### config.mk
export PLATFORM = sky130hd
export DESIGN_NAME = dsl_link_act_ctrl
export DESIGN_NICKNAME = d
export VERILOG_FILES = /design/src/rtl/dsl_link_act_ctrl.sv
export SDC_FILE = /design/constraint.sdc
export NUM_CORES = 1
export LEC_CHECK = 0
export CORE_AREA = 5 5 59 61
export DETAILED_ROUTE_END_ITERATION = 7
export DIE_AREA = 0 0 64 66
export DONT_BUFFER_PORTS = 1
export HOLD_SLACK_MARGIN = 0.03
export PLACE_DENSITY = 0.7
export SYNTH_ARGS = -nofsm -noshare
export SYNTH_HDL_FRONTEND = slang
export SYNTH_SLANG_ARGS = --single-unit
### constraint.sdc
create_clock -name clk -period 5.1 [get_ports clk]
set_input_delay 1.275 -clock clk [delete_from_list [all_inputs] [get_ports clk]]
set_output_delay 1.275 -clock clk [all_outputs]
set_load 0.03 [all_outputs]
### src/rtl/dsl_link_act_ctrl.sv
module dsl_link_act_ctrl #(
  parameter int TMR_W       = 8,
  parameter int ACT_TIMEOUT = 20,
  parameter int PD_TIMEOUT  = 10,
  parameter int DRAIN_CYC   = 3,
  parameter int LOSS_W      = 4
) (
  input  logic              clk,
  input  logic              rst_n,
  input  logic              is_master,
  input  logic              sw_mode,
  input  logic              req_pin,
  input  logic              req_bit,
  input  logic              quiet_pin,
  input  logic              quiet_bit,
  input  logic              energy_det,
  input  logic              fsw_det,
  input  logic [2:0]        frame_mode,
  input  logic [LOSS_W-1:0] loss_limit,
  output logic [2:0]        state_o,
  output logic              tx_en,
  output logic              link_up,
  output logic              act_fail
);
  localparam logic [2:0] S_IDLE  = 3'd0;
  localparam logic [2:0] S_TXST  = 3'd1;
  localparam logic [2:0] S_WREM  = 3'd2;
  localparam logic [2:0] S_WSYN  = 3'd3;
  localparam logic [2:0] S_DONE  = 3'd4;
  localparam logic [2:0] S_UP    = 3'd5;
  localparam logic [2:0] S_HOLD  = 3'd6;
  localparam logic [2:0] S_DRAIN = 3'd7;

  localparam logic [TMR_W-1:0]  ACT_LOAD   = TMR_W'(ACT_TIMEOUT);
  localparam logic [TMR_W-1:0]  PD_LOAD    = TMR_W'(PD_TIMEOUT);
  localparam logic [TMR_W-1:0]  DRAIN_LOAD = TMR_W'(DRAIN_CYC);
  localparam logic [TMR_W-1:0]  TMR_ONE    = TMR_W'(1);
  localparam logic [LOSS_W-1:0] LOSS_ONE   = LOSS_W'(1);

  logic [2:0]        st, st_nx;
  logic [TMR_W-1:0]  tmr, tmr_nx;
  logic [LOSS_W-1:0] loss_cnt, loss_nx;
  logic              req_q, fail_nx;

  wire framed  = (frame_mode == 3'd6) || (frame_mode == 3'd7);
  wire quiet   = sw_mode ? quiet_bit : quiet_pin;
  wire req_go  = sw_mode ? req_bit : (req_pin & ~req_q);
  wire start   = ~quiet & (is_master ? req_go : energy_det);
  wire sync_ok = energy_det & (~framed | fsw_det);
  wire tmr_end = (tmr == '0);

  wire [LOSS_W-1:0] lim      = (loss_limit == '0) ? LOSS_ONE : loss_limit;
  wire [LOSS_W:0]   loss_inc = {1'b0, loss_cnt} + {1'b0, LOSS_ONE};
  wire              loss_hit = loss_inc >= {1'b0, lim};

  always_comb begin
    st_nx   = st;
    tmr_nx  = tmr;
    loss_nx = loss_cnt;
    fail_nx = 1'b0;
    case (st)
      S_IDLE: begin
        if (start) begin
          st_nx  = S_TXST;
          tmr_nx = ACT_LOAD;
        end
      end
      S_TXST, S_WREM, S_WSYN: begin
        if (quiet) begin
          st_nx  = S_DRAIN;
          tmr_nx = DRAIN_LOAD;
        end else if (tmr_end) begin
          st_nx   = S_IDLE;
          fail_nx = 1'b1;
        end else begin
          tmr_nx = tmr - TMR_ONE;
          if (st == S_TXST)
            st_nx = S_WREM;
          else if (st == S_WREM && energy_det)
            st_nx = S_WSYN;
          else if (st == S_WSYN && sync_ok)
            st_nx = S_DONE;
        end
      end
      S_DONE: begin
        if (quiet) begin
          st_nx  = S_DRAIN;
          tmr_nx = DRAIN_LOAD;
        end else begin
          st_nx   = S_UP;
          loss_nx = '0;
        end
      end
      S_UP: begin
        if (quiet) begin
          st_nx  = S_DRAIN;
          tmr_nx = DRAIN_LOAD;
        end else if (!sync_ok) begin
          if (loss_hit) begin
            st_nx   = S_HOLD;
            tmr_nx  = PD_LOAD;
            loss_nx = '0;
          end else begin
            loss_nx = loss_inc[LOSS_W-1:0];
          end
        end else begin
          loss_nx = '0;
        end
      end
      S_HOLD: begin
        if (quiet) begin
          st_nx  = S_DRAIN;
          tmr_nx = DRAIN_LOAD;
        end else if (sync_ok) begin
          st_nx   = S_UP;
          loss_nx = '0;
        end else if (tmr_end) begin
          st_nx  = S_DRAIN;
          tmr_nx = DRAIN_LOAD;
        end else begin
          tmr_nx = tmr - TMR_ONE;
        end
      end
      S_DRAIN: begin
        if (tmr_end)
          st_nx = S_IDLE;
        else
          tmr_nx = tmr - TMR_ONE;
      end
      default: st_nx = S_IDLE;
    endcase
  end

  always_ff @(posedge clk) begin
    if (!rst_n) begin
      st       <= S_IDLE;
      tmr      <= '0;
      loss_cnt <= '0;
      req_q    <= 1'b1;
      act_fail <= 1'b0;
    end else begin
      st       <= st_nx;
      tmr      <= tmr_nx;
      loss_cnt <= loss_nx;
      req_q    <= req_pin;
      act_fail <= fail_nx;
    end
  end

  assign state_o = st;
  assign tx_en   = (st != S_IDLE) && (st != S_DRAIN);
  assign link_up = (st == S_UP);
endmodule

Word level (Yosys, flattened, before mapping):

Index checks and enable logic that the tools add are counted.

* add/sub/neg operators: 2
* order comparisons: 1
* eq/ne operators: 22
* muxes and demuxes: 38
* bitwise gates (word level): 9
* reductions and logical operators: 14

Operators by type and width (count)
* $mux W8: 10
* $pmux W8 S6: 1
* $mux W3: 13
* $mux W4: 7
* $eq A3 B3 Y1 const B: 6
* $pmux W3 S6: 1
* $ne A2 B2 Y1 const B: 7
* $pmux W4 S3: 1
* $reduce_and A5 Y1: 2
* $ne A3 B3 Y1 const B: 3
* $logic_not A8 Y1: 1
* $sub A8 B1 Y8 const B: 1
* $eq A3 B2 Y1 const B: 2
* $ne A6 B6 Y1 const B: 1
* $reduce_and A6 Y1: 1
* $reduce_bool A3 Y1: 2
* $reduce_or A3 Y1: 2
* $add A4 B1 Y5 const B: 1
* $ge A5 B4 Y1: 1
* $not A1 Y1: 5
* $logic_not A4 Y1: 1
* $mux W1: 4
* $ne A4 B4 Y1 const B: 1
* $and A1 B1 Y1: 3
* 7 further kinds: 9

* flip-flop bits (word level): 17
* bits of input ports: 17
* logic and storage cells: 91

Logic depth before layout (Yosys ltp):

Gate-level depths: netlist of the first run.

* depth in word-level cells: 12
* mapped depth: 10
* mapped depth without buffers: 9

Worst setup path before layout of the first run:

Ideal clock, no wire load.

* path type: input port to flip-flop
* start: input loss_limit[2]
* end: register tmr[3]
* arrival: 2.879 ns
* slack: 2.103 ns
* stages on the path: 9
* buffers on the path: 1
* cell sequence: inv_1 -> a31o_2 -> ha_1 -> nand2b_1 -> a211oi_1 -> o211a_1 -> a211oi_4 -> buf_6 -> o221a_2

* longest elaborated chain between the ends: 5

Ends and longest elaborated chain
* start: declaration: line 19 `input logic [LOSS_W-1:0] loss_limit,`
* $logic_not A4 Y1: line 52 `wire [LOSS_W-1:0] lim = (loss_limit == '0) ? LOSS_ONE : loss_limit;`
* $mux W4 *: line 52
* $ge A5 B4 Y1 *: line 54 `wire loss_hit = loss_inc >= {1'b0, lim};`
* $ne A3 B1 Y1 (no line) *
* $reduce_and A5 Y1 (no line) *
* end signal: assignment: line 143 `tmr <= tmr_nx;`
* end: declaration: line 41 `logic [TMR_W-1:0] tmr, tmr_nx;`

Mark *: on every way between the ends. The rest lies on a longest branch, timed or not.
A chain may end at the register's enable or synchronous reset.

Worst setup path in the final report of the first run:

* start: register st[0] (netlist: state_o[0])
* end: output tx_en

* longest elaborated chain between the ends: 2
* elaborated cells on any way between the ends: 3
* classes of those cells: eq/ne: 1; reduce/logical: 2

Ends and longest elaborated chain
* start: declaration: line 40 `logic [2:0] st, st_nx;`
* start signal: assignment: line 142 `st <= st_nx;`
* $ne A3 B3 Y1 / $reduce_bool A3 Y1 (equally long branches): line 151 `assign tx_en = (st != S_IDLE) && (st != S_DRAIN);`
* $logic_and A1 B1 Y1 *: line 151
* end: declaration: line 21 `output logic tx_en,`

Marked as above.

==> impl_metrics.json, run 1 <==
{
  "cts_repair_resize_count": 0,
  "antenna_found_initial": 0,
  "final_hold_viol_count": 0,
  "htree_num_levels": 1,
  "peakVddDrop_mv": 0.442,
  "fmax_mhz": 306,
  "hp-class": "flop to flop",
  "die_x_um": 64,
  "nets": 190,
  "start_util_pct": 46.5,
  "place_ws_ns": 1.75,
  "die_area_mm2": 0.00422,
  "worst_slack_ns": 1.83,
  "ys_top_cells_by_area": "dfxtp_1, ha_1, nor2_1, mux2i_1, o21ai_0",
  "gr-total-overflow": 0,
  "max-cap-violations": 0,
  "yosys.area.top_type": "dfxtp_1",
  "grt_pass1_vias": 1282,
  "synthFlopType": "dfxtp_1",
  "synth_edf_count": 0,
  "fillers": 303,
  "antenna_left": 0,
  "fin_area_mm2": 0.00140,
  "muxShareOfSynthArea_pct": 7.26,
  "io_buffers": 0,
  "synthesis.nets": 190,
  "cts-root-buf": "clkbuf_4",
  "ios": 23,
  "finalCriticalPeriod_ns": 3.27,
  "synth_top_family_by_area": "compound AO/OA/AOI/OAI gates",
  "met2WireLength_um": 1520,
  "synth.top_cell.area_share_pct": 25.0,
  "dr_total_vias": 1238,
  "wl_met3_um": 124,
  "cts_setup_buffers": 0,
  "start_kind": "flop",
  "synthSimpleGateAreaFrac_pct": 22.4,
  "maxSlewHeadroom_pct": 45.0,
  "cts_tree": "done",
  "grt_pass1_wl_um": 5440,
  "drv_slew": 0,
  "topRoutingLayerUsed": "met4",
  "wl_met1_um": 1430,
  "totalNegativeSetupSlack_ns": 0,
  "cts.path.max_buffers": 2,
  "yosys_warnings": 0,
  "ys_seq_area_share_pct": 25.0,
  "cp_max_fo": 17,
  "wl_um": 3130,
  "synth_most_common_cell": "nor2_1",
  "num_rows": 20,
  "rsz0062_at_grt": "no",
  "wl_per_cell_um": 15.8,
  "arrival_ns": 1.99,
  "regArea_um2": 340,
  "yosys.cell_types.count": 57,
  "drtPass1Iterations": 4,
  "routabilityCongestion": 0.831,
  "drtIter0Drc": 49,
  "drc": 0,
  "skew_ns": 0.00261,
  "p_leak_nw": 0.569,
  "endpoint_kind": "output pin",
  "dpl.hpwl_um": 2400,
  "clk_pin_slew_ns": 0.11,
  "drive_gt1_share_pct": 12.1,
  "grt_max_degree": 18,
  "syn_inst": 166,
  "clk_latency_ns": 0.31,
  "status": "finished clean",
  "syn_area_mm2": 0.00136,
  "worst_slew_pin_slew_ns": 0.823,
  "area_growth_pct": 3.13,
  "synth_seq_cells": 17,
  "multi_input_area_um2": 942,
  "synth-xor-area-share_pct": 1.93,
  "synthAdderAreaFrac_pct": 6.43,
  "numCtsBuffers": 3,
  "vias_per_cell": 6.25,
  "core-area_mm2": 0.00293,
  "die_y_um": 66,
  "clkSinkCount": 17,
  "synth_compound_area_share_pct": 31.2,
  "async_flop_share_pct": 0,
  "placedInstanceArea_mm2": 0.00138,
  "grt_usage_pct": 16.0,
  "worstSetupPathType": "flop to output pin",
  "power_density_mw_per_mm2": 545,
  "setup_viol": 0,
  "cp_data_required_time_ns": 3.83,
  "fin_crit_sh_pct": 64.0,
  "antenna_cells": 0,
  "synth_area_per_cell_um2": 8.20,
  "netlist_top_cells_count": "nor2_1, dfxtp_1, inv_1",
  "ctsHoldBuffers": 0
}
[layer usage]
metal,vias up,global-route usage [%]
li1,615,-
met1,592,17.9
met2,26,28.8
met3,5,2.89
met4,0,8.05
met5,-,0
[flip-flops by register name (all words and copies together), names as in the netlist]
| name | cells |
|---|---|
| act_fail | 1 |
| loss_cnt | 4 |
| req_q | 1 |
| state_o | 3 |
| tmr | 8 |
[placed cells by master (no fill, tap or decap), types with 2 or more instances in the layout]
| master | instances |
|---|---|
| ha_1 | 7 |
| o211a_1 | 3 |
| a22oi_1 | 2 |
| a21oi_1 | 9 |
| nand2b_1 | 3 |
| mux2i_1 | 5 |
| o2111ai_1 | 2 |
| o31ai_1 | 3 |
| o22ai_1 | 3 |
| o21ai_0 | 10 |
| nand2_1 | 12 |
| nor3_1 | 7 |
| dfxtp_1 | 17 |
| nand3b_1 | 3 |
| xnor2_1 | 2 |
| nand3_1 | 4 |
| nor2_1 | 19 |
| inv_1 | 13 |
| clkbuf_4 | 3 |
[worst max-delay path: stages, from the launching register on]
cell	delay [ns]
dfxtp_1	0.88
nor3_1	0.22
a21oi_1	0.59
[report_power, final]
part,switching (mW),total [mW],leakage [nW],internal (mW)
combinational,0.245,0.426,0.412,0.181
clock,0.0489,0.0782,0.0177,0.0293
sequential,0.0970,0.261,0.139,0.164
total,0.391,0.765,0.569,0.374
[through the flow]
step,std cells,hold WS (ns),util [%],power [mW]
after global placement,194,0.515,47.0,0.675
after global routing,198,0.595,47.9,0.833
after CTS,198,0.551,47.9,0.768
after floorplan,166,0.494,-,0.621
after detailed placement,194,0.535,47.0,0.689
final,198,0.548,47.9,0.765
[final timing paths]
path,from,end,slack (ns),cells past startpoint
setup / recovery,state_o[0]$_SDFFE_PN0P_,tx_en,1.83,2
hold / removal,tmr[6]$_SDFFE_PN0P_,tmr[6]$_SDFFE_PN0P_,0.55,2
hold reg to reg,tmr[6]$_SDFFE_PN0P_,tmr[6]$_SDFFE_PN0P_,0.55,2
setup reg to reg,state_o[1]$_SDFFE_PN0P_,tmr[2]$_SDFFE_PN0P_,2.53,6
[cell families (layout without fill, tap and decap cells)]
family	Yosys count	after routing
AOI/OAI and AO/OA	53	53
xor gates and xnor gates	3	3
adders and majority gates	7	7
buffers and inverters	19	18
DFF	17	17
muxes	8	8
and+or+nand+nor	59	59
[final cells by class]
class                   instances  area share, %
clock buffers                   3           1.60
clock inverters                 1          0.357
inverters                      14           3.74
multi-input cells             130           67.1
flip-flops and latches         17           24.2
well taps                      33           2.94
Power figures use the tool's default switching activity.
==> run 2: changes to the inputs <==
--- a/config.mk
+++ b/config.mk
@@ -5,9 +5,10 @@
 export SDC_FILE = /design/constraint.sdc
 export NUM_CORES = 1
 export LEC_CHECK = 0
-export CORE_AREA = 5 5 59 61
+export ABC_AREA = 1
+export CORE_AREA = 5 5 62 64
 export DETAILED_ROUTE_END_ITERATION = 7
-export DIE_AREA = 0 0 64 66
+export DIE_AREA = 0 0 67 69
 export DONT_BUFFER_PORTS = 1
 export HOLD_SLACK_MARGIN = 0.03
 export PLACE_DENSITY = 0.7
==> constraint.sdc (replaced) <==
create_clock -name clk -period 3.3 [get_ports clk]
set_input_delay 0.825 -clock clk [delete_from_list [all_inputs] [get_ports clk]]
set_output_delay 0.825 -clock clk [all_outputs]
set_load 0.03 [all_outputs]
==> impl_metrics.json, run 2 <==
{
  "status": "finished clean",
  "syn_area_mm2": 0.00152,
  "antenna_cells": 0,
  "cp_data_required_time_ns": 2.47,
  "ios": 23,
  "maxSlewHeadroom_pct": 41.7,
  "synthesis.nets": 284,
  "fillers": 385,
  "synth_seq_cells": 17,
  "synth_edf_count": 0,
  "rsz0062_at_grt": "no",
  "clk_latency_ns": 0.30,
  "drtPass1Iterations": 4,
  "synth_most_common_cell": "nand2_1",
  "die_area_mm2": 0.00462,
  "io_buffers": 0,
  "dr_total_vias": 1545,
  "grt_pass1_vias": 1410,
  "endpoint_kind": "output pin",
  "htree_num_levels": 1,
  "worstSetupPathType": "flop to output pin",
  "wl_um": 3550,
  "antenna_left": 0,
  "totalNegativeSetupSlack_ns": 0,
  "yosys.area.top_type": "dfxtp_1",
  "antenna_found_initial": 0,
  "fmax_mhz": 389,
  "drtIter0Drc": 137,
  "ys_top_cells_by_area": "dfxtp_1, nand2_1, inv_1, nand3_1, nor2_1",
  "arrival_ns": 1.74,
  "skew_ns": 0.000891,
  "nets": 286,
  "largest-register": "tmr",
  "die_y_um": 69,
  "cts_repair_resize_count": 0,
  "async_flop_share_pct": 0,
  "finalPower_mw": 1.35,
  "multi_input_area_um2": 990,
  "final_hold_viol_count": 0,
  "grt_pass1_wl_um": 6150,
  "area_growth_pct": 3.96,
  "cp_max_fo": 8,
  "num_rows": 21,
  "power_density_mw_per_mm2": 859,
  "grt_usage_pct": 16.6,
  "wl_per_cell_um": 11.6,
  "die_x_um": 67,
  "netlist_top_cells_count": "nand2_1, inv_1, nor2_1",
  "met2_usage_pct": 25.9,
  "cts-root-buf": "clkbuf_4",
  "grt-busiest-layer": "met2",
  "max-cap-violations": 0,
  "numCtsBuffers": 3,
  "dpl.hpwl_um": 2760,
  "vias_per_cell": 5.03,
  "start_kind": "flop",
  "routabilityCongestion": 0.926,
  "cts_tree": "done",
  "core-area_mm2": 0.00323,
  "clkSinkCount": 17,
  "synthFlopType": "dfxtp_1",
  "clk_pin_slew_ns": 0.11,
  "ys_seq_area_share_pct": 22.4,
  "synth_area_per_cell_um2": 5.83,
  "gr-total-overflow": 0,
  "setup_viol": 0,
  "hp-class": "flop to flop",
  "largest_reg_flops": 8,
  "ctsHoldBuffers": 0,
  "worst_slew_pin_slew_ns": 0.869,
  "drc": 0,
  "start_util_pct": 46.9,
  "finalCriticalPeriod_ns": 2.57,
  "peakVddDrop_mv": 0.389,
  "synth.top_cell.area_share_pct": 22.4,
  "cts_setup_buffers": 0,
  "p_leak_nw": 0.835,
  "final_cell_mix": "nand2_1, inv_1, nor2_1, nand3_1, dfxtp_1",
  "syn_inst": 260,
  "drive_gt1_share_pct": 9.20,
  "grtUsageMet1_pct": 22.5,
  "grt_max_degree": 14,
  "regArea_um2": 340,
  "yosys_warnings": 0,
  "cts.path.max_buffers": 2,
  "final_common_cell": "nand2_1",
  "yosys.cell_types.count": 28,
  "drv_slew": 0,
  "gr-usage-met3_pct": 2.60,
  "fin_crit_sh_pct": 77.8
}
run 2: path summary, 6_finish.rpt:
kind	start	to	slack, ns	cells past startpoint
max	state_o[0]$_SDFFE_PN0P_	tx_en	0.73	4
min	tmr[1]$_SDFFE_PN0P_	tmr[1]$_SDFFE_PN0P_	0.47	2
max reg2reg	loss_cnt[0]$_SDFFE_PN0P_	tmr[4]$_SDFFE_PN0P_	0.99	13
min reg2reg	tmr[1]$_SDFFE_PN0P_	tmr[1]$_SDFFE_PN0P_	0.47	2
run 2: area by class of cell:
class	count	area share, %
multi-input cells	198	62.8
flip-flops and latches	17	21.6
inverters	41	9.76
well taps	46	3.65
clock buffers	3	1.43
repair buffers	1	0.476
clock inverters	1	0.317
run 2: through the flow:
| stage | utilization [%] | worst slack, ns | instances | area [µm²] | hold slack [ns] |
|---|---|---|---|---|---|
| floorplan | - | 1.07 | 260 | 1520 | 0.441 |
| global placement | 47.9 | 0.538 | 303 | 1550 | 0.453 |
| detailed placement | 47.9 | 0.532 | 303 | 1550 | 0.461 |
| CTS | 48.8 | 0.727 | 307 | 1580 | 0.477 |
| global route | 48.8 | 0.589 | 307 | 1580 | 0.499 |
| finish | 48.8 | 0.733 | 307 | 1580 | 0.472 |
run 2: metal layers:
metal | vias up | routed length [µm]
met3 | 4 | 153
li1 | 835 | -
met5 | - | 0
met4 | 0 | 63
met1 | 675 | 1770
met2 | 31 | 1570
run 2: worst max-delay path: stages, from the launching register on:
cell	delay (ns)
dfxtp_1	0.71
nand2_1	0.10
inv_1	0.16
nor2_1	0.10
or2_2	0.37
run 2: cells by family after synthesis:
kind of cell | synth area share (%)
and+or+nand+nor | 47.8
buffers and inverters | 12.3
AOI/OAI and AO/OA | 9.41
DFF | 22.4
adders and majority gates | 5.78
xor gates and xnor gates | 2.31
run 2: where the power goes:
group          internal, mW  leakage [nW]  switching [mW]
Sequential            0.265         0.139          0.0948
Clock                0.0452        0.0177          0.0734
Combinational         0.297         0.678           0.579
